<file path="src/rtl/i2cst_pkg.sv">
// Package: shared state encoding for the I2C slave transmit path.
// Assumes: imported by the FSM only; no other shared types.
package i2cst_pkg;
    typedef enum logic [2:0] {
        ST_IDLE,     // no read active, lines released
        ST_HOLD,     // SCL held low until a byte is ready
        ST_SETUP,    // first bit placed on SDA, SCL still held
        ST_DATA,     // shifting bits on SCL falling edges
        ST_ACKW,     // SDA released, waiting for ninth rising edge
        ST_ACKFALL,  // ACK seen, waiting for ninth falling edge
        ST_NACKW     // NACK seen, waiting for stop or new read
    } tx_state_e;
endpackage

</file>
<file path="src/rtl/i2cst_sync.sv">
// Module: multi-stage synchronizer for bus line inputs.
// Also gives the previous synchronized level so that the consumer can
// form edges. Assumes the lines idle high, so every stage resets to 1.
module i2cst_sync #(
    parameter int LINES  = 2,
    parameter int STAGES = 2
) (
    input  logic             clk,
    input  logic             rst_n,
    input  logic [LINES-1:0] async_i,
    output logic [LINES-1:0] lvl_o,
    output logic [LINES-1:0] lvl_d_o
);
    localparam int LAST = STAGES - 1;

    logic [LINES-1:0] stage_q [STAGES];
    logic [LINES-1:0] prev_q;

    // Shift the raw line levels through the synchronizer chain.
    always_ff @(posedge clk) begin
        if (!rst_n) begin
            for (int s = 0; s < STAGES; s++) stage_q[s] <= '1;
        end else begin
            stage_q[0] <= async_i;
            for (int s = 1; s < STAGES; s++) stage_q[s] <= stage_q[s-1];
        end
    end

    // Keep one extra copy of the synchronized levels for edge detection.
    always_ff @(posedge clk) begin
        if (!rst_n) prev_q <= '1;
        else        prev_q <= stage_q[LAST];
    end

    assign lvl_o   = stage_q[LAST];
    assign lvl_d_o = prev_q;
endmodule

</file>
<file path="src/rtl/i2cst_txbuf.sv">
// Module: one-entry transmit buffer and clock-release flag.
// The flag is set by local logic and cleared by an acknowledge event.
// A clear wins over a set in the same cycle. The buffer is full from a
// write until the FSM takes the byte.
module i2cst_txbuf #(
    parameter int DATA_W = 8
) (
    input  logic              clk,
    input  logic              rst_n,
    input  logic              wr_i,
    input  logic [DATA_W-1:0] data_i,
    input  logic              rel_set_i,
    input  logic              rel_clr_i,
    input  logic              take_i,
    output logic [DATA_W-1:0] buf_o,
    output logic              ready_o,
    output logic              rel_o
);
    logic [DATA_W-1:0] buf_q;
    logic              full_q;
    logic              rel_q;

    // Capture written bytes and track whether one is waiting.
    always_ff @(posedge clk) begin
        if (!rst_n) begin
            buf_q  <= '0;
            full_q <= 1'b0;
        end else if (wr_i) begin
            buf_q  <= data_i;
            full_q <= 1'b1;
        end else if (take_i) begin
            full_q <= 1'b0;
        end
    end

    // Clock-release flag: out of reset it is set, an ACK clears it.
    always_ff @(posedge clk) begin
        if (!rst_n)         rel_q <= 1'b1;
        else if (rel_clr_i) rel_q <= 1'b0;
        else if (rel_set_i) rel_q <= 1'b1;
    end

    assign buf_o   = buf_q;
    assign ready_o = full_q && rel_q;
    assign rel_o   = rel_q;

    // an acknowledge event always leaves the flag cleared.
    a_r3_ack_clears_rel: assert property (@(posedge clk) disable iff (!rst_n)
        rel_clr_i |=> !rel_q);
endmodule

</file>
<file path="src/rtl/i2cst_fsm.sv">
// Module: bit sequencer of the slave transmit path.
// Shifts a byte out MSB first and changes SDA only after a synchronized
// SCL fall. It samples the acknowledge on the ninth rise and stretches
// SCL while no byte is ready. Assumes the master holds SCL low when
// start_read arrives.
module i2cst_fsm
    import i2cst_pkg::*;
#(
    parameter int DATA_W = 8
) (
    input  logic              clk,
    input  logic              rst_n,
    input  logic              scl_lvl_i,
    input  logic              scl_prev_i,
    input  logic              sda_lvl_i,
    input  logic              sda_prev_i,
    input  logic              start_read_i,
    input  logic              ready_i,
    input  logic [DATA_W-1:0] buf_i,
    output logic              take_o,
    output logic              ack_evt_o,
    output logic              scl_low_o,
    output logic              sda_low_o,
    output logic              rw_o,
    output logic              done_o
);
    localparam int CNT_W = (DATA_W > 1) ? $clog2(DATA_W) : 1;
    localparam int MSB   = DATA_W - 1;
    localparam logic [CNT_W-1:0] LAST_BIT = CNT_W'(DATA_W - 1);

    tx_state_e         state_q;
    logic [DATA_W-1:0] sh_q;
    logic [CNT_W-1:0]  cnt_q;
    logic              sda_low_q;
    logic              rw_q;
    logic              done_q;

    logic scl_rise, scl_fall, sda_rise, stop_det;

    // Edge and stop-condition detection on the synchronized levels.
    always_comb begin
        scl_rise = scl_lvl_i && !scl_prev_i;
        scl_fall = !scl_lvl_i && scl_prev_i;
        sda_rise = sda_lvl_i && !sda_prev_i;
        stop_det = sda_rise && scl_lvl_i;
    end

    // A byte is taken only while SCL is low and local logic is ready.
    assign take_o    = (state_q == ST_HOLD) && ready_i && !scl_lvl_i && !stop_det;
    assign ack_evt_o = (state_q == ST_ACKW) && scl_rise && !sda_lvl_i && !stop_det;

    // Main sequencer: states, shift register, SDA drive and read status.
    always_ff @(posedge clk) begin
        if (!rst_n) begin
            state_q   <= ST_IDLE;
            sh_q      <= '0;
            cnt_q     <= '0;
            sda_low_q <= 1'b0;
            rw_q      <= 1'b0;
            done_q    <= 1'b0;
        end else begin
            done_q <= 1'b0;
            if (stop_det && state_q != ST_IDLE) begin
                state_q   <= ST_IDLE;
                sda_low_q <= 1'b0;
                rw_q      <= 1'b0;
            end else begin
                case (state_q)
                    ST_IDLE, ST_NACKW: begin
                        if (start_read_i) begin
                            rw_q    <= 1'b1;
                            state_q <= ST_HOLD;
                        end
                    end
                    ST_HOLD: begin
                        if (take_o) begin
                            sh_q      <= buf_i;
                            sda_low_q <= !buf_i[MSB];
                            cnt_q     <= '0;
                            state_q   <= ST_SETUP;
                        end
                    end
                    ST_SETUP: state_q <= ST_DATA;
                    ST_DATA: begin
                        if (scl_fall) begin
                            if (cnt_q == LAST_BIT) begin
                                sda_low_q <= 1'b0;
                                state_q   <= ST_ACKW;
                            end else begin
                                sh_q      <= {sh_q[MSB-1:0], 1'b0};
                                sda_low_q <= !sh_q[MSB-1];
                                cnt_q     <= cnt_q + 1'b1;
                            end
                        end
                    end
                    ST_ACKW: begin
                        if (scl_rise) begin
                            done_q <= 1'b1;
                            if (!sda_lvl_i) begin
                                state_q <= ST_ACKFALL;
                            end else begin
                                rw_q    <= 1'b0;
                                state_q <= ST_NACKW;
                            end
                        end
                    end
                    ST_ACKFALL: begin
                        if (scl_fall) state_q <= ST_HOLD;
                    end
                    default: state_q <= ST_IDLE;
                endcase
            end
        end
    end

    assign scl_low_o = (state_q == ST_HOLD) || (state_q == ST_SETUP);
    assign sda_low_o = sda_low_q;
    assign rw_o      = rw_q;
    assign done_o    = done_q;

    // while SCL stays high inside a transfer, the SDA drive is steady.
    a_r2_sda_steady_scl_high: assert property (@(posedge clk) disable iff (!rst_n)
        (scl_lvl_i && scl_prev_i && state_q != ST_IDLE && !stop_det) |=> $stable(sda_low_q));
    // the acknowledge-sample pulse lasts a single cycle.
    a_r3_done_single: assert property (@(posedge clk) disable iff (!rst_n)
        done_q |=> !done_q);
    // a stop leaves the block idle with SDA released.
    a_r6_stop_idles: assert property (@(posedge clk) disable iff (!rst_n)
        (stop_det && state_q != ST_IDLE) |=> (state_q == ST_IDLE && !sda_low_q && !rw_q));
    // SDA is never pulled low while waiting for the acknowledge.
    a_r8_ack_released: assert property (@(posedge clk) disable iff (!rst_n)
        (state_q == ST_ACKW) |-> !sda_low_q);
endmodule

</file>
<file path="src/rtl/i2c_slave_tx_stretch.sv">
// Module: top of the I2C slave transmit path with clock stretching.
// It wires the line synchronizer, the transmit buffer with its release
// flag, and the bit sequencer. Outputs are open-drain requests: 1 pulls
// a line low.
module i2c_slave_tx_stretch #(
    parameter int DATA_W      = 8,
    parameter int SYNC_STAGES = 2
) (
    input  logic              clk,
    input  logic              rst_n,
    input  logic              scl_i,
    input  logic              sda_i,
    input  logic              start_read,
    input  logic              tx_wr,
    input  logic [DATA_W-1:0] tx_data,
    input  logic              rel_set,
    output logic              scl_low_o,
    output logic              sda_low_o,
    output logic              rel_o,
    output logic              rw_o,
    output logic              byte_done_o
);
    localparam int SCL_IDX = 0;
    localparam int SDA_IDX = 1;

    logic [1:0]        lvl, lvl_d;
    logic [DATA_W-1:0] buf_data;
    logic              ready, take, ack_evt;

    i2cst_sync #(.LINES(2), .STAGES(SYNC_STAGES)) u_sync (
        .clk     (clk),
        .rst_n   (rst_n),
        .async_i ({sda_i, scl_i}),
        .lvl_o   (lvl),
        .lvl_d_o (lvl_d)
    );

    i2cst_txbuf #(.DATA_W(DATA_W)) u_txbuf (
        .clk       (clk),
        .rst_n     (rst_n),
        .wr_i      (tx_wr),
        .data_i    (tx_data),
        .rel_set_i (rel_set),
        .rel_clr_i (ack_evt),
        .take_i    (take),
        .buf_o     (buf_data),
        .ready_o   (ready),
        .rel_o     (rel_o)
    );

    i2cst_fsm #(.DATA_W(DATA_W)) u_fsm (
        .clk          (clk),
        .rst_n        (rst_n),
        .scl_lvl_i    (lvl[SCL_IDX]),
        .scl_prev_i   (lvl_d[SCL_IDX]),
        .sda_lvl_i    (lvl[SDA_IDX]),
        .sda_prev_i   (lvl_d[SDA_IDX]),
        .start_read_i (start_read),
        .ready_i      (ready),
        .buf_i        (buf_data),
        .take_o       (take),
        .ack_evt_o    (ack_evt),
        .scl_low_o    (scl_low_o),
        .sda_low_o    (sda_low_o),
        .rw_o         (rw_o),
        .done_o       (byte_done_o)
    );

    // once SCL is held during a read, it stays held while the flag is clear.
    a_r4_hold_until_release: assert property (@(posedge clk) disable iff (!rst_n)
        ($past(scl_low_o) && !rel_o && rw_o) |-> scl_low_o);
    // no SCL hold ever happens without an active read.
    a_r5_no_hold_idle: assert property (@(posedge clk) disable iff (!rst_n)
        !rw_o |-> !scl_low_o);
    // a NACK leaves the release flag set.
    a_r5_nack_keeps_rel: assert property (@(posedge clk) disable iff (!rst_n)
        (byte_done_o && !rw_o) |-> rel_o);
    // an ACK result leaves the release flag cleared.
    a_r3_ack_rel_low: assert property (@(posedge clk) disable iff (!rst_n)
        (byte_done_o && rw_o) |-> !rel_o);
endmodule

</file>
<file path="config.mk">
export PLATFORM = sky130hd
export DESIGN_NAME = i2c_slave_tx_stretch
export DESIGN_NICKNAME = d
export VERILOG_FILES = /design/src/rtl/i2cst_pkg.sv /design/src/rtl/i2cst_sync.sv /design/src/rtl/i2cst_txbuf.sv /design/src/rtl/i2cst_fsm.sv /design/src/rtl/i2c_slave_tx_stretch.sv
export SDC_FILE = /design/constraint.sdc
export NUM_CORES = 1
export LEC_CHECK = 0
export BUFFER_PORTS_ARGS = -buffer_cell sky130_fd_sc_hd__buf_2
export CORE_MARGIN = 5
export CORE_UTILIZATION = 25
export DETAILED_ROUTE_END_ITERATION = 10
export PLACE_DENSITY = 0.52
export SKIP_LAST_GASP = 1
export SLEW_MARGIN = 20
export SYNTH_ARGS = -nofsm -noshare
export SYNTH_HDL_FRONTEND = slang
export SYNTH_SLANG_ARGS = --single-unit
</file>
<file path="constraint.sdc">
create_clock -name clk -period 3.9 [get_ports clk]
set_input_delay 0.195 -clock clk [delete_from_list [all_inputs] [get_ports clk]]
set_output_delay 0.195 -clock clk [all_outputs]
set_load 0.02 [all_outputs]
</file>
Word-level counts from Yosys, hierarchy flattened. Memories as Yosys holds them, arrays and structs flattened. Cells that the tools add are included.

Register bits after elaboration: 28. Bits in writable memories: 4. Bits of input ports: 15. Output and inout bits: 5. Memories kept: 1.

Add/sub/neg operators: 1. Equal/unequal tests: 15. Mux-type cells: 33. Bitwise operators: 5. Reduce and logical (&&, ||, !) cells: 33.

Memories: u_sync.stage_q (depth 2, bits a word 2, read ports 2, clocked after memory_dff 0, wr ports 2, RTL line i2cst_sync.sv:16) `logic [LINES-1:0] stage_q [STAGES];`.

Operator list (number): 3-bit two-way mux (9); 7-bit two-way mux (3); 3-bit case mux with 6 select lines (1); 7-bit case mux with 2 select lines (1); 1-bit two-way mux (13); 3-bit == test (second input constant) (4); 1-bit logical AND (12); 2-bit by 1-bit inequality test with 1-bit output (second input constant) (4); 2-bit inequality test (second input constant) (4); 2-bit nonzero test (4); 1-bit zero test (7); 3-bit by 2-bit == test with 1-bit output (second input constant) (2); 2-bit two-way mux (3); 3-bit case mux with 2 select lines (1); 6-bit AND reduction (1); 5-bit AND reduction (1); 1-bit case mux with 2 select lines (2); 4-bit AND reduction (1); 2-bit OR reduction (2); 3-bit by 1-bit adder with 3-bit output (second input constant) (1); 3-bit by 1-bit == test with 1-bit output (second input constant) (1); 3-bit zero test (1); 1-bit inverter (3); 3-bit AND reduction (1); 4 further kinds (5).

Longest topological paths before layout. Gate-level depths: netlist of the first run.

Word-level depth: 7. Gate-level depth with buffers: 6.

Modules after synthesis. A second synthesis of the first run with hierarchy kept.

Cell total of the unflattened synthesis: 151. Area total of the unflattened synthesis: 1451.4 µm².

By module, submodules not included: i2cst_fsm (times used 1, cells an instance 105, area an instance 908.4 µm², seq. area each 320.3 µm²); i2cst_txbuf (times used 1, cells an instance 32, area an instance 370.4 µm², seq. area each 200.2 µm²); i2cst_sync (times used 1, cells an instance 14, area an instance 172.7 µm², seq. area each 120.1 µm²).

Least setup slack after synthesis of the first run. No wires, ideal clock.

Path kind: flip-flop to flip-flop. Start: register u_txbuf.rel_q, in the netlist u_txbuf.rel_o. End: register u_fsm.sh_q[1]. Arrival time: 1321 ps. Required time: 3784 ps. Path slack: 2462 ps. Stages on the path, launching flop included: 7. Cell sequence: dfxtp_1 and3b_1 o21a_1 buf_6 and2_4 buf_6 o211a_1.

Word-level cells in the longest chain between the ends: 6.

Ends and longest elaborated chain: from (decl) (RTL line i2cst_txbuf.sv:21) `logic rel_q;`; from (signal assigned) (RTL line i2cst_txbuf.sv:38) `if (!rst_n) rel_q <= 1'b1;`; from (signal assigned) (RTL line i2cst_txbuf.sv:39) `else if (rel_clr_i) rel_q <= 1'b0;`; from (signal assigned) (RTL line i2cst_txbuf.sv:40) `else if (rel_set_i) rel_q <= 1'b1;`; 1-bit logical AND (RTL line i2cst_txbuf.sv:44) `assign ready_o = full_q && rel_q;`; 1-bit logical AND (3 in series) (RTL line i2cst_fsm.sv:49) `assign take_o = (state_q == ST_HOLD) && ready_i && !scl_lvl_i && !stop_det;`; 2-bit inequality test (no line); 5-bit AND reduction (no line); to (signal assigned) (RTL line i2cst_fsm.sv:77) `sh_q <= buf_i;`; to (signal assigned) (RTL line i2cst_fsm.sv:90) `sh_q <= {sh_q[MSB-1:0], 1'b0};`; to (decl) (RTL line i2cst_fsm.sv:32) `logic [DATA_W-1:0] sh_q;`.

Every way passes these cells. A chain may end at the register's enable or synchronous reset.

Worst setup path after layout of the first run.
Start: register u_fsm.state_q[0]. End: register u_fsm.sh_q[0].

Word-level cells in the longest chain between the ends: 6.

Ends and longest elaborated chain: from (decl) (RTL line i2cst_fsm.sv:31) `tx_state_e state_q;`; from (signal assigned) (RTL line i2cst_fsm.sv:55) `state_q <= ST_IDLE;`; from (signal assigned) (RTL line i2cst_fsm.sv:64) `state_q <= ST_IDLE;`; from (signal assigned) (RTL line i2cst_fsm.sv:72) `state_q <= ST_HOLD;`; 3-bit by 1-bit == test with 1-bit output (RTL line i2cst_fsm.sv:49, i2cst_fsm.sv:68); 1-bit logical AND (3 in series) (RTL line i2cst_fsm.sv:49); 2-bit inequality test (no line); 5-bit AND reduction (no line).

Several ways; a longest one is shown, not always the timed one.

==> results of run 1 <==
[worst max-delay path by stage]
stage | slack, ns | cells after the start | end
finish | 2.30 | 4 | u_fsm.sh_q[0]
global route | 2.13 | 4 | u_fsm.sh_q[0]
CTS | 2.30 | 4 | u_fsm.sh_q[0]
detailed placement | 2.32 | 4 | u_fsm.sh_q[0]
global placement | 2.34 | 3 | u_fsm.cnt_q[1]
floorplan | 2.46 | 6 | u_fsm.sh_q[1]
[registers in the layout, summed over array words and instances (netlist names)]
signal and count:
u_fsm.cnt_q 3, u_fsm.done_o 1, u_fsm.rw_o 1, u_fsm.sda_low_o 1, u_fsm.sh_q 7, u_fsm.state_q 3
u_sync.lvl_d_o 2, u_sync.stage_q 4, u_txbuf.buf_o 8, u_txbuf.full_q 1, u_txbuf.rel_o 1
[power groups by stage]
stage / clock (mW) / sequential [mW] / combinational (mW)
after detailed placement: 0 / 0.355 / 0.0509
after global placement: 0 / 0.355 / 0.0508
after floorplan: 0 / 0.351 / 0.0388
after global routing: 0.279 / 0.349 / 0.0568
after CTS: 0.268 / 0.348 / 0.0511
final: 0.255 / 0.347 / 0.0501
[cells in the mapped netlist]
| master | count |
|---|---|
| nand3_1 | 8 |
| mux2i_1 | 14 |
| ha_1 | 2 |
| buf_6 | 4 |
| nand2_1 | 13 |
| buf_2 | 2 |
| and2b_1 | 1 |
| a311o_1 | 1 |
| nand2b_1 | 9 |
| or4b_1 | 1 |
| o22ai_1 | 5 |
| clkbuf_1 | 3 |
| o31ai_2 | 1 |
| nand3b_4 | 1 |
| a21oi_1 | 8 |
| a31oi_1 | 3 |
| a311oi_1 | 1 |
| o211a_1 | 6 |
| inv_1 | 3 |
| and3b_1 | 1 |
| a21bo_1 | 1 |
| nor2_1 | 2 |
| and2_4 | 1 |
| nand4_1 | 1 |
| nand3b_1 | 2 |
| nor3b_1 | 2 |
| dfxtp_1 | 32 |
| o21ai_0 | 2 |
| o21ai_2 | 1 |
| xnor2_1 | 1 |
| nor2b_1 | 13 |
| o21a_1 | 1 |
| or3_1 | 1 |
| nor3_1 | 2 |
| buf_1 | 1 |
[stage by stage]
step	std cells	setup WS, ns
CTS	239	2.30
detailed placement	231	2.32
global route	239	2.13
global placement	231	2.34
floorplan	150	2.46
finish	239	2.30
[logic make-up (layout without fill, tap and decap cells)]
kind of cell	count (synthesis)	count (layout)	share of synthesized area
AO/OA/AOI/OAI	30	30	0.150
XOR/XNOR	1	1	0.00602
adder cells (fa/ha/maj)	2	2	0.0172
buffers and inverters	13	30	0.0559
flip-flops	32	32	0.440
multiplexers	14	14	0.0963
AND/OR/NAND/NOR	58	58	0.235
[placed cells by master, fill, tap and decap left out]
| master | n |
|---|---|
| nand3b_1 | 2 |
| mux2i_1 | 14 |
| o31ai_2 | 1 |
| ha_1 | 2 |
| o21ai_2 | 1 |
| nor2_1 | 2 |
| nand2_1 | 13 |
| a31oi_1 | 3 |
| inv_1 | 3 |
| a311oi_1 | 1 |
| a21bo_1 | 1 |
| nor3b_1 | 2 |
| nand4_1 | 1 |
| nand3_1 | 8 |
| and3b_1 | 1 |
| dfxtp_1 | 32 |
| and2_4 | 1 |
| buf_2 | 19 |
| xnor2_1 | 1 |
| nor3_1 | 2 |
| o211a_1 | 6 |
| or4b_1 | 1 |
| o22ai_1 | 5 |
| or3_1 | 1 |
| nand2b_1 | 9 |
| clkbuf_1 | 2 |
| a311o_1 | 1 |
| and2b_1 | 1 |
| o21a_1 | 1 |
| clkbuf_8 | 6 |
| nand3b_4 | 1 |
| a21oi_1 | 8 |
| nor2b_1 | 13 |
| o21ai_0 | 2 |
[final cells by class]
cell class	instances	area, um^2
Sequential cell	32	641
Timing Repair Buffer	19	95.1
Tap cell	72	90.1
Multi-Input combinational cell	105	733
Inverter	3	11.3
Clock buffer	8	90.1
Fill cell	613	3910
[critical path: stages, from the launching register on]
cell	delay (ns)
dfxtp_1	0.55
nor2b_1	0.23
o21a_1	0.33
and2_4	0.28
o22ai_1	0.10
[per-layer routing]
metal	up-vias	track usage	wire (um)
li1	562	-	-
met1	484	0.0927	1300
met2	13	0.135	1300
met3	6	0.0266	109
met4	0	0.0595	96
met5	-	0	0
==> results by stage, run 1 <==
Route:
- The first TritonRoute pass finished after 4 iterations.
- In the final routed layout, each cell accounts on average for 11.7 um.
- The detailed router placed 1065 vias in this run.
- The remaining routing DRC violations is 0.
- The number of nets with antenna violations after routing is 0.
- For this block, the routed nets add up to 2.80 mm of wire.
- The detailed-route vias per instance is 4.46.
- The initial detailed-routing violation count is 57.

Timing:
- The post-route minimum period is 1.60 ns.
- Setup repair after global routing left no endpoint under its margin.
- Hold timing on the final database bottoms out at a slack of 0.0987 ns.
- After routing, the total negative slack on setup checks comes to 0 ns.
- The share of the clock period used by the worst path is 0.411.
- Based on the critical path, the design can be clocked at up to 0.624 GHz.
- The slew at the pin closest to its max-slew limit is 0.524 ns.
- The final count of pins violating max slew was 0.
- The final worst clock skew is 0.00554 ns.
- The max-slew headroom at the worst pin is 0.648.
- Setup violations remaining at the end of the flow were counted as 0.
- The final hold violation count is 0.

Place:
- In this run the cell area measured after placement is 1570 um^2.
- Once detailed placement completed, the half-perimeter wirelength came to 1.99 mm.
- The final weighted congestion of routability-driven global placement is 0.715.
- The count of buffers inserted at the top-level ports is 19.

Run status:
- The flow ran to the end, and the final reports show no timing, DRC or antenna violations.

Run:
- Max-cap violations in this run came to 0.

Worst setup path:
- The setup path with the least slack is of type reg2reg.
- In this run the worst setup path begins at u_fsm.state_q[0].
- STA puts the critical path data required time at 4.06 ns.
- The worst setup path is captured at a register.
- The nature of the critical path startpoint is a register.
- The worst register-to-register path begins at u_fsm.state_q[0].
- Of all nets on the critical path, the largest fanout is 11.
- The data arrival at the endpoint of the critical path is 1.77 ns.
- The endpoint of the most critical register-to-register path is u_fsm.sh_q[0].
- The number of cells traversed by the worst register-to-register path is 4.
- For flop-to-flop paths, the worst setup slack is 2.30 ns.

Worst hold path:
- The terminating pin of the worst hold path is u_sync.stage_q[0][0].
- The number of cells traversed by the worst hold path is 2.
- The worst hold path begins at scl_i.
- The class of the tightest hold or removal check is in2reg.

GRT:
- The via count of the first global-routing pass came to 1066.
- After global routing the overflow that remains totals 0.
- The number of antenna violations at the first check in global routing is 0.
- Across every metal layer, demand over resource in global routing totals 0.0835.
- The pin count of the biggest net entering global routing is 32.
- The first global-routing pass estimated 4.82 mm of wire.

Synthesis:
- Dividing the synthesized area by the synthesized cell count gives 9.70 um^2.
- The cell area that synthesis handed to floorplanning was 1460 um^2.
- The share of the synthesized area in the top cell type is 0.440.
- In this run, distinct cell masters in the synthesized netlist total 35.
- The number of synthesized register bits is 32.
- Sorting the synthesized cells by area gives the leading types as dfxtp_1 (44%), mux2i_1 (9.6%), nor2b_1 (5.6%).
- The instance count of the mapped netlist is 150.
- During synthesis, Yosys emitted a total of 0 warnings.
- The synthesized netlist net count is 167.
- The largest total area in the synthesized netlist belongs to dfxtp_1.
- Of the synthesized area, sequential elements account for 0.440.

Clock tree:
- Clock tree synthesis inserted a total of 5 buffers.
- TritonCTS built the clock tree.
- The hold buffer count at cts is 0.
- The H-tree level count is 2.
- Clock-pin slew was measured on the worst setup and hold paths at 0.06 ns.
- The later pin in the worst-skew pair is clocked with a latency of 0.28 ns.
- The number of resized instances in the post-cts repair step is 0.
- CTS saw 32 sinks.
- The number of setup buffers added after CTS is 0.
- The maximum clock insertion buffer count is 2.
- The cell sitting at the root of the clock tree is a clkbuf_8.

Power:
- The switching power of the nets is 0.147 mW.
- The power per cell area is 393 nW/um^2.
- The leakage component of the power is 0.788 nW.
- The completed layout was analyzed and its total power is 0.653 mW.
- Of the total power, the share spent switching nets is 0.225.
- The internal portion of the total power is 0.506 mW.
- The share of total power dissipated in sequential elements is 0.532.
- VDD sags by at most 0.136 mV.
- The portion of total power attributed to combinational logic is 0.077.
- The share of total power dissipated in the clock network is 0.391.

Floorplanning:
- The floorplan step defined a core boundary enclosing 5570 um^2.
- The effective utilization at floorplan is 0.261.
- The number of standard-cell rows in the floorplan is 27.
- The die height is 86.3 um.
- The die covers 7450 um^2.
- In this run the horizontal extent of the chip is 86.3 um.
- Pin placement for this block handled 20 I/O pins.

Finish:
- After the last flow step, the layout net total stands at 183.
- The number of diodes is 0.
- After routing the design area is 1660 um^2.
- The share of the core filled with cells in the final layout is 0.298.
- From synthesis to final layout, the design area changed by 14.1%.
- Of the cells placed in the final design, the portion with a size suffix greater than 1 is 0.174.
Note: power is estimated with default switching activity, not from simulation.
==> run 2, diff against run 1 <==
==> constraint.sdc (replaced) <==
create_clock -name clk -period 1.61 [get_ports clk]
set_input_delay 0.0805 -clock clk [delete_from_list [all_inputs] [get_ports clk]]
set_output_delay 0.0805 -clock clk [all_outputs]
set_load 0.02 [all_outputs]
==> results by stage, run 2 (same netlist as run 1, synthesis figures left out) <==
Place:
- Once detailed placement completed, the half-perimeter wirelength came to 2.09 mm.
- The cell area reported after detailed placement is 1620 um^2.
- The pre-CTS setup slack is 0.157 ns.
- The final weighted congestion of routability-driven global placement is 0.746.
- The count of buffers inserted at the top-level ports is 19.
- The instance count after placement with tap cells included is 238.

Floorplanning:
- The number of standard-cell rows in the floorplan is 27.
- In this run the count of I/O pins placed on the die edge is 20.
- In this run the standard cell core region covers 5570 um^2.
- The die height is 86.3 um.
- The total die area is 7450 um^2.
- In this run the horizontal extent of the chip is 86.3 um.
- For this configuration, the core starts out at a cell density of 0.261.

Timing:
- The max-slew headroom at the worst pin is 0.757.
- The share of the clock period used by the worst path is 0.905.
- For the pin with the worst max-slew slack, the measured transition is 0.363 ns.
- Setup repair after global routing left no endpoint under its margin.
- The final count of pins violating max slew is 0.
- The final setup violation count is 0.
- The final hold violation count is 0.
- The maximum frequency from static timing analysis is 0.686 GHz.
- The aggregate negative setup slack is 0 ns.
- Setup slack on the critical path of the routed design comes to 0.152 ns.
- The worst-case hold slack is 0.0136 ns.
- The post-route minimum period is 1.46 ns.
- The clock arrives with 0.00372 ns of skew.

Finish:
- In the layout the commonest cells are dfxtp_1 (32), buf_2 (19), mux2i_1 (14).
- In the final layout, the multi-input gates occupy 733 um^2.
- After the flow finishes, the layout carries non-filler instances totaling 247.
- The filler cells instantiated in the layout total 605.
- The number of nets at the end of the flow is 192.
- The fraction of final layout cells sized beyond drive strength 1 is 0.211.
- The register area is 641 um^2.
- The area growth from synthesis to layout is 19.5%.
- The summed area of non-filler cells in the final layout is 1740 um^2.
- The flip-flop count of the largest register after layout is 8.
- Once layout is complete, the utilization of the core stands at 0.312.
- The most common library cell in the layout ignoring fill and taps is dfxtp_1.
- The number of diodes is 0.

Worst setup path:
- The cell with the largest stage delay on the worst path is dfxtp_1.
- The worst register-to-register path ends at u_fsm.sh_q[0].
- The startpoint of the worst register-to-register path is u_fsm.state_q[2].
- Setup slack on the worst reg-to-reg path comes out at 0.15 ns.
- Walking the worst path, the cells encountered are nor2b_1, o21a_1, and2_4, o22ai_1.
- The number of buffers and inverters on the critical path is 0.
- The data required time at the worst endpoint is 1.78 ns.
- Data on the critical path arrives at its endpoint at 1.63 ns.
- The kind of cell with the highest combined delay along the critical path is simple AND/OR/NAND/NOR gates.
- The peak fanout along the critical path is 11.
- The nature of the critical path startpoint is a register.
- The type of the worst setup path is reg2reg.
- The largest stage delay on the critical path is 0.41 ns.
- The capturing element type of the critical path is a register.
- The worst register-to-register path has a depth of 4.
- The capture point of the worst path is u_fsm.sh_q[0].
- The critical path crosses 4 cells after its start point.
- The most critical setup path has its startpoint at u_fsm.state_q[2].

Clock tree:
- The number of clock buffers inserted by TritonCTS is 5.
- Clock-pin slew was measured on the worst setup and hold paths at 0.06 ns.
- The H-tree level count is 2.
- The clock tree from TritonCTS is yes.
- The clock latency at the later pin of the worst-skew pair is 0.28 ns.
- Buffers added to address setup during post-CTS repair amount to 0.
- The total clock sinks is 32.
- The maximum clock insertion buffer count is 2.
- The root buffer selected by CTS is clkbuf_8.

Route:
- After detailed routing, the total wire length is 2.93 mm.
- The number of iterations in the first detailed-routing pass is 4.
- For this block, the via count after detailed routing is 1129.
- The initial detailed-routing violation count is 37.
- Detailed routing placed a total of 1.35 mm of wire on met2.
- In the routed design, unresolved DRC markers number 0.
- The number of nets with antenna violations after routing is 0.
- The detailed-route vias per instance is 4.57.
- After detailed routing, no signal wire sits above met4.
- The detailed router put a total of 1.42 mm of wire on met1.
- In the final routed layout, each cell accounts on average for 11.9 um.
- In the detailed route, the total length drawn on met3 is 95 um.

Run status:
- The run finished with clean final reports.

Power:
- Of the total power, registers draw 0.512.
- The worst vdd rail ir drop is 0.261 mV.
- The switching power of the nets is 0.365 mW.
- Of the total power, the share spent switching nets is 0.223.
- Dividing total power by cell area gives a power density of 939 nW/um^2.
- The share of total power dissipated in the clock network is 0.403.
- Of the total power, combinational logic draws 0.086.
- The leakage component of the power is 0.834 nW.
- The total power after layout is 1.63 mW.
- The internal power of the cells totals 1.27 mW.

GRT:
- The via count of the first global-routing pass was 1177.
- The final global-route overflow total is 0.
- The pin count of the biggest net entering global routing is 28.
- The number of antenna violations at the first check in global routing came to 0.
- The wire length of the first global-routing pass is 5.21 mm.
- The global routing usage summed across all routing layers is 0.0885.

Worst hold path:
- The worst hold path begins at rst_n.
- The class of the tightest hold or removal check is in2reg.

Run:
- The number of max-capacitance violations reported is 0.
run 2: cell count changes in the layout (fill, tap and decap cells not counted), sizes merged:
cell / change
dlygate4sd3: +2
buf: +7
clkbuf: -1
run 2: repair_timing:
item | 4_1_cts | 5_1_grt
hold buffers | 2 | 0
hold endpoints to repair | 2 | 0
resized for setup | 0 | 0
setup endpoints to repair | 0 | 0
run 2: how the worst min path moves through the flow:
stage	endpoint	slack, ns	cells after the start
after floorplan	u_sync.stage_q[0][0]	0.18	1
after global placement	u_sync.stage_q[0][1]	0.26	2
after detailed placement	u_sync.stage_q[0][0]	0.27	2
after CTS	u_txbuf.rel_o	0.01	2
after global routing	u_txbuf.rel_o	0.02	2
final	u_txbuf.rel_o	0.01	2
run 2: cell type report:
type                            instances  area share
Multi-Input combinational cell        105       0.422
Tap cell                               72      0.0518
Timing Repair Buffer                   28      0.0964
Sequential cell                        32       0.368
Clock buffer                            7      0.0554
Inverter                                3     0.00647
run 2: power groups by stage:
stage | Clock (mW) | Sequential (mW) | Combinational, mW
floorplan | 0 | 0.851 | 0.0940
global placement | 0 | 0.854 | 0.138
detailed placement | 0 | 0.854 | 0.139
CTS | 0.683 | 0.836 | 0.143
global route | 0.720 | 0.839 | 0.158
finish | 0.658 | 0.836 | 0.140
run 2: worst register-to-register path: stages, from the launching register on:
cell,delay [ns]
dfxtp_1,0.41
nor2b_1,0.19
o21a_1,0.36
and2_4,0.29
o22ai_1,0.10
run 2: routing by layer:
layer,vias to the layer above,track usage
met3,5,0.0200
met5,-,0
li1,579,-
met1,531,0.0991
met4,0,0.0595
met2,14,0.149
==> run 3, diff against run 2 <==
--- a/config.mk
+++ b/config.mk
@@ -9,6 +9,7 @@
 export CORE_MARGIN = 5
 export CORE_UTILIZATION = 25
 export DETAILED_ROUTE_END_ITERATION = 10
+export MAX_ROUTING_LAYER = met4
 export PLACE_DENSITY = 0.52
 export SKIP_LAST_GASP = 1
 export SLEW_MARGIN = 20
==> results by stage, run 3 (same netlist as run 1, synthesis figures left out) <==
Timing:
- The final setup violation count is 0.
- The max-slew headroom at the worst pin is 0.757.
- The share of the clock period used by the worst path is 0.906.
- The maximum frequency from static timing analysis is 0.686 GHz.
- Setup repair after global routing left no endpoint under its margin.
- The final worst clock skew is 0.00366 ns.
- The aggregate negative setup slack is 0 ns.
- The final hold violation count was 0.
- At the pin with the least slew margin, the transition time is 0.363 ns.
- The final count of pins violating max slew is 0.
- The post-route minimum period is 1.46 ns.

Place:
- The congestion estimate from routability-driven global placement came to 0.755.
- The count of buffers inserted at the top-level ports is 19.
- The cell area reported after detailed placement is 1620 um^2.
- The post-detailed-placement half-perimeter wirelength is 2.09 mm.

Route:
- For this block, the initial DRC count from the detailed router was 37.
- The detailed-route vias per instance is 4.57.
- The routed wire length is 2.93 mm.
- The first detailed-routing pass took 4 iterations.
- The routed layout has 1130 vias.
- In the routed design, unresolved DRC markers number 0.
- The average wire length per cell after detail routing is 11.9 um.
- Once detail routing completed, the nets flagged for antenna violations numbered 0.

Worst setup path:
- Traced cell by cell, the critical path runs through nor2b_1, o21a_1, and2_4, o22ai_1.
- The peak fanout along the critical path is 11.
- The worst setup path is captured at a register.
- Counting both buffers and inverters, the worst setup path holds a total of 0.
- The data arrival at the endpoint of the critical path is 1.63 ns.
- The largest single stage delay on the critical path is 0.41 ns.
- The worst setup path is of the reg2reg kind.
- The largest individual stage delay along the critical path comes from the cell dfxtp_1.
- For the worst setup path, the data required time is 1.78 ns.
- Broken down by cell family, the worst path's largest delay share belongs to simple AND/OR/NAND/NOR gates.
- STA classifies the critical path startpoint as a register.

Floorplanning:
- The number of standard-cell rows in the floorplan is 27.
- For this design the top-level I/O count stands at 20.
- The area of the placeable core is 5570 um^2.
- The die height is 86.3 um.
- The horizontal die dimension is 86.3 um.
- For this configuration, the core starts out at a cell density of 0.261.
- The floorplan step defined a die boundary enclosing 7450 um^2.

Clock tree:
- The clock passes through at most 2 buffers.
- The number of clock buffers inserted by TritonCTS is 5.
- The clock latency at the later pin of the worst-skew pair is 0.28 ns.
- TritonCTS built the clock tree.
- The H-tree level count is 2.
- The number of gates resized after CTS was 0.
- The tree is rooted in a clkbuf_8.
- The total clock sinks is 32.
- The clock slew seen by the registers of the worst setup and hold paths is 0.06 ns.

Finish:
- The fraction of final layout cells sized beyond drive strength 1 is 0.211.
- Leaving out fill and tap cells, the most frequent cell in the layout is dfxtp_1.
- In the layout the commonest cells are dfxtp_1 (32), buf_2 (19), mux2i_1 (14).
- The final layout contains 192 nets.
- The share of the core filled with cells in the final layout is 0.312.
- The count of filler cells inserted in the layout is 605.
- The area growth from synthesis to layout is 19.5%.
- The summed area of non-filler cells in the final layout is 1740 um^2.
- The flip-flop count of the largest register after layout is 8.
- 0 antenna diodes ended up in the layout.

GRT:
- The final global-route overflow total is 0.
- The via count of the first global-routing pass is 1172.
- The global routing usage summed across all routing layers is 0.0904.
- The pin count of the biggest net entering global routing is 28.
- The first global-routing pass estimated 5.22 mm of wire.
- The number of antenna violations at the first check in global routing is 0.

Power:
- For this design the total switching power over the nets is 0.363 mW.
- The share of total power dissipated in sequential elements is 0.512.
- Of the total power, the share spent switching nets is 0.222.
- Of the total power, the clock network draws 0.402.
- The total internal power is 1.27 mW.
- The analysis attributes to cell leakage a power of 0.834 nW.
- Of the total power, combinational logic draws 0.086.
- In this run the power density over the cells is 939 nW/um^2.
- The worst vdd rail ir drop is 0.261 mV.

Worst hold path:
- The min-delay analysis places its worst path in the category in2reg.

Run status:
- The run finished with clean final reports.

Run:
- The number of max-capacitance violations reported is 0.
run 3: cell counts in the layout (fill, tap and decap cells not counted):
Identical to the previous run, type by type.
run 3: final timing paths:
check | startpoint | to | slack (ns) | cells after the start
min | rst_n | u_txbuf.rel_o | 0.01 | 2
max | u_fsm.state_q[2] | u_fsm.sh_q[0] | 0.15 | 4
max reg2reg | u_fsm.state_q[2] | u_fsm.sh_q[0] | 0.15 | 4
min reg2reg | u_sync.stage_q[0][0] | u_sync.stage_q[0][2] | 0.41 | 1
run 3: area by class of cell:
cell class                      instances  area (um^2)  share of cell area
Inverter                                3         11.3             0.00647
Clock buffer                            7         96.3              0.0554
Timing Repair Buffer                   28          168              0.0964
Multi-Input combinational cell        105          733               0.422
Tap cell                               72         90.1              0.0518
Sequential cell                        32          641               0.368
run 3: through the flow:
step           hold slack [ns]  instances  setup slack [ns]  total power, mW
6_report                0.0149        247             0.152             1.63
5_1_grt                 0.0170        247            0.0195             1.72
4_1_cts                 0.0114        247             0.141             1.66
3_5_place_dp             0.273        238             0.157            0.993
3_3_place_gp             0.263        238             0.179            0.992
2_1_floorplan            0.182        150             0.172            0.945
run 3: timing repair:
item                      4_1_cts  5_1_grt
buffers inserted                0        0
hold buffers                    2        0
hold endpoints to repair        2        0
run 3: power groups by stage:
stage	Combinational, mW	Clock (mW)	Sequential [mW]
floorplan	0.0940	0	0.851
global placement	0.138	0	0.854
detailed placement	0.139	0	0.854
CTS	0.143	0.683	0.836
global route	0.158	0.720	0.839
finish	0.140	0.656	0.836
run 3: worst reg2reg max path, stage by stage (launching register included):
cell     delay, ns
dfxtp_1       0.41
nor2b_1       0.19
o21a_1        0.36
and2_4        0.29
o22ai_1       0.10
run 3: routing by layer:
metal  share of wire  GRT usage  wire length, um
met5               0          -                0
met3           0.024     0.0238               71
met2            0.46      0.149             1340
met1            0.49      0.100             1440
met4           0.024     0.0467               71
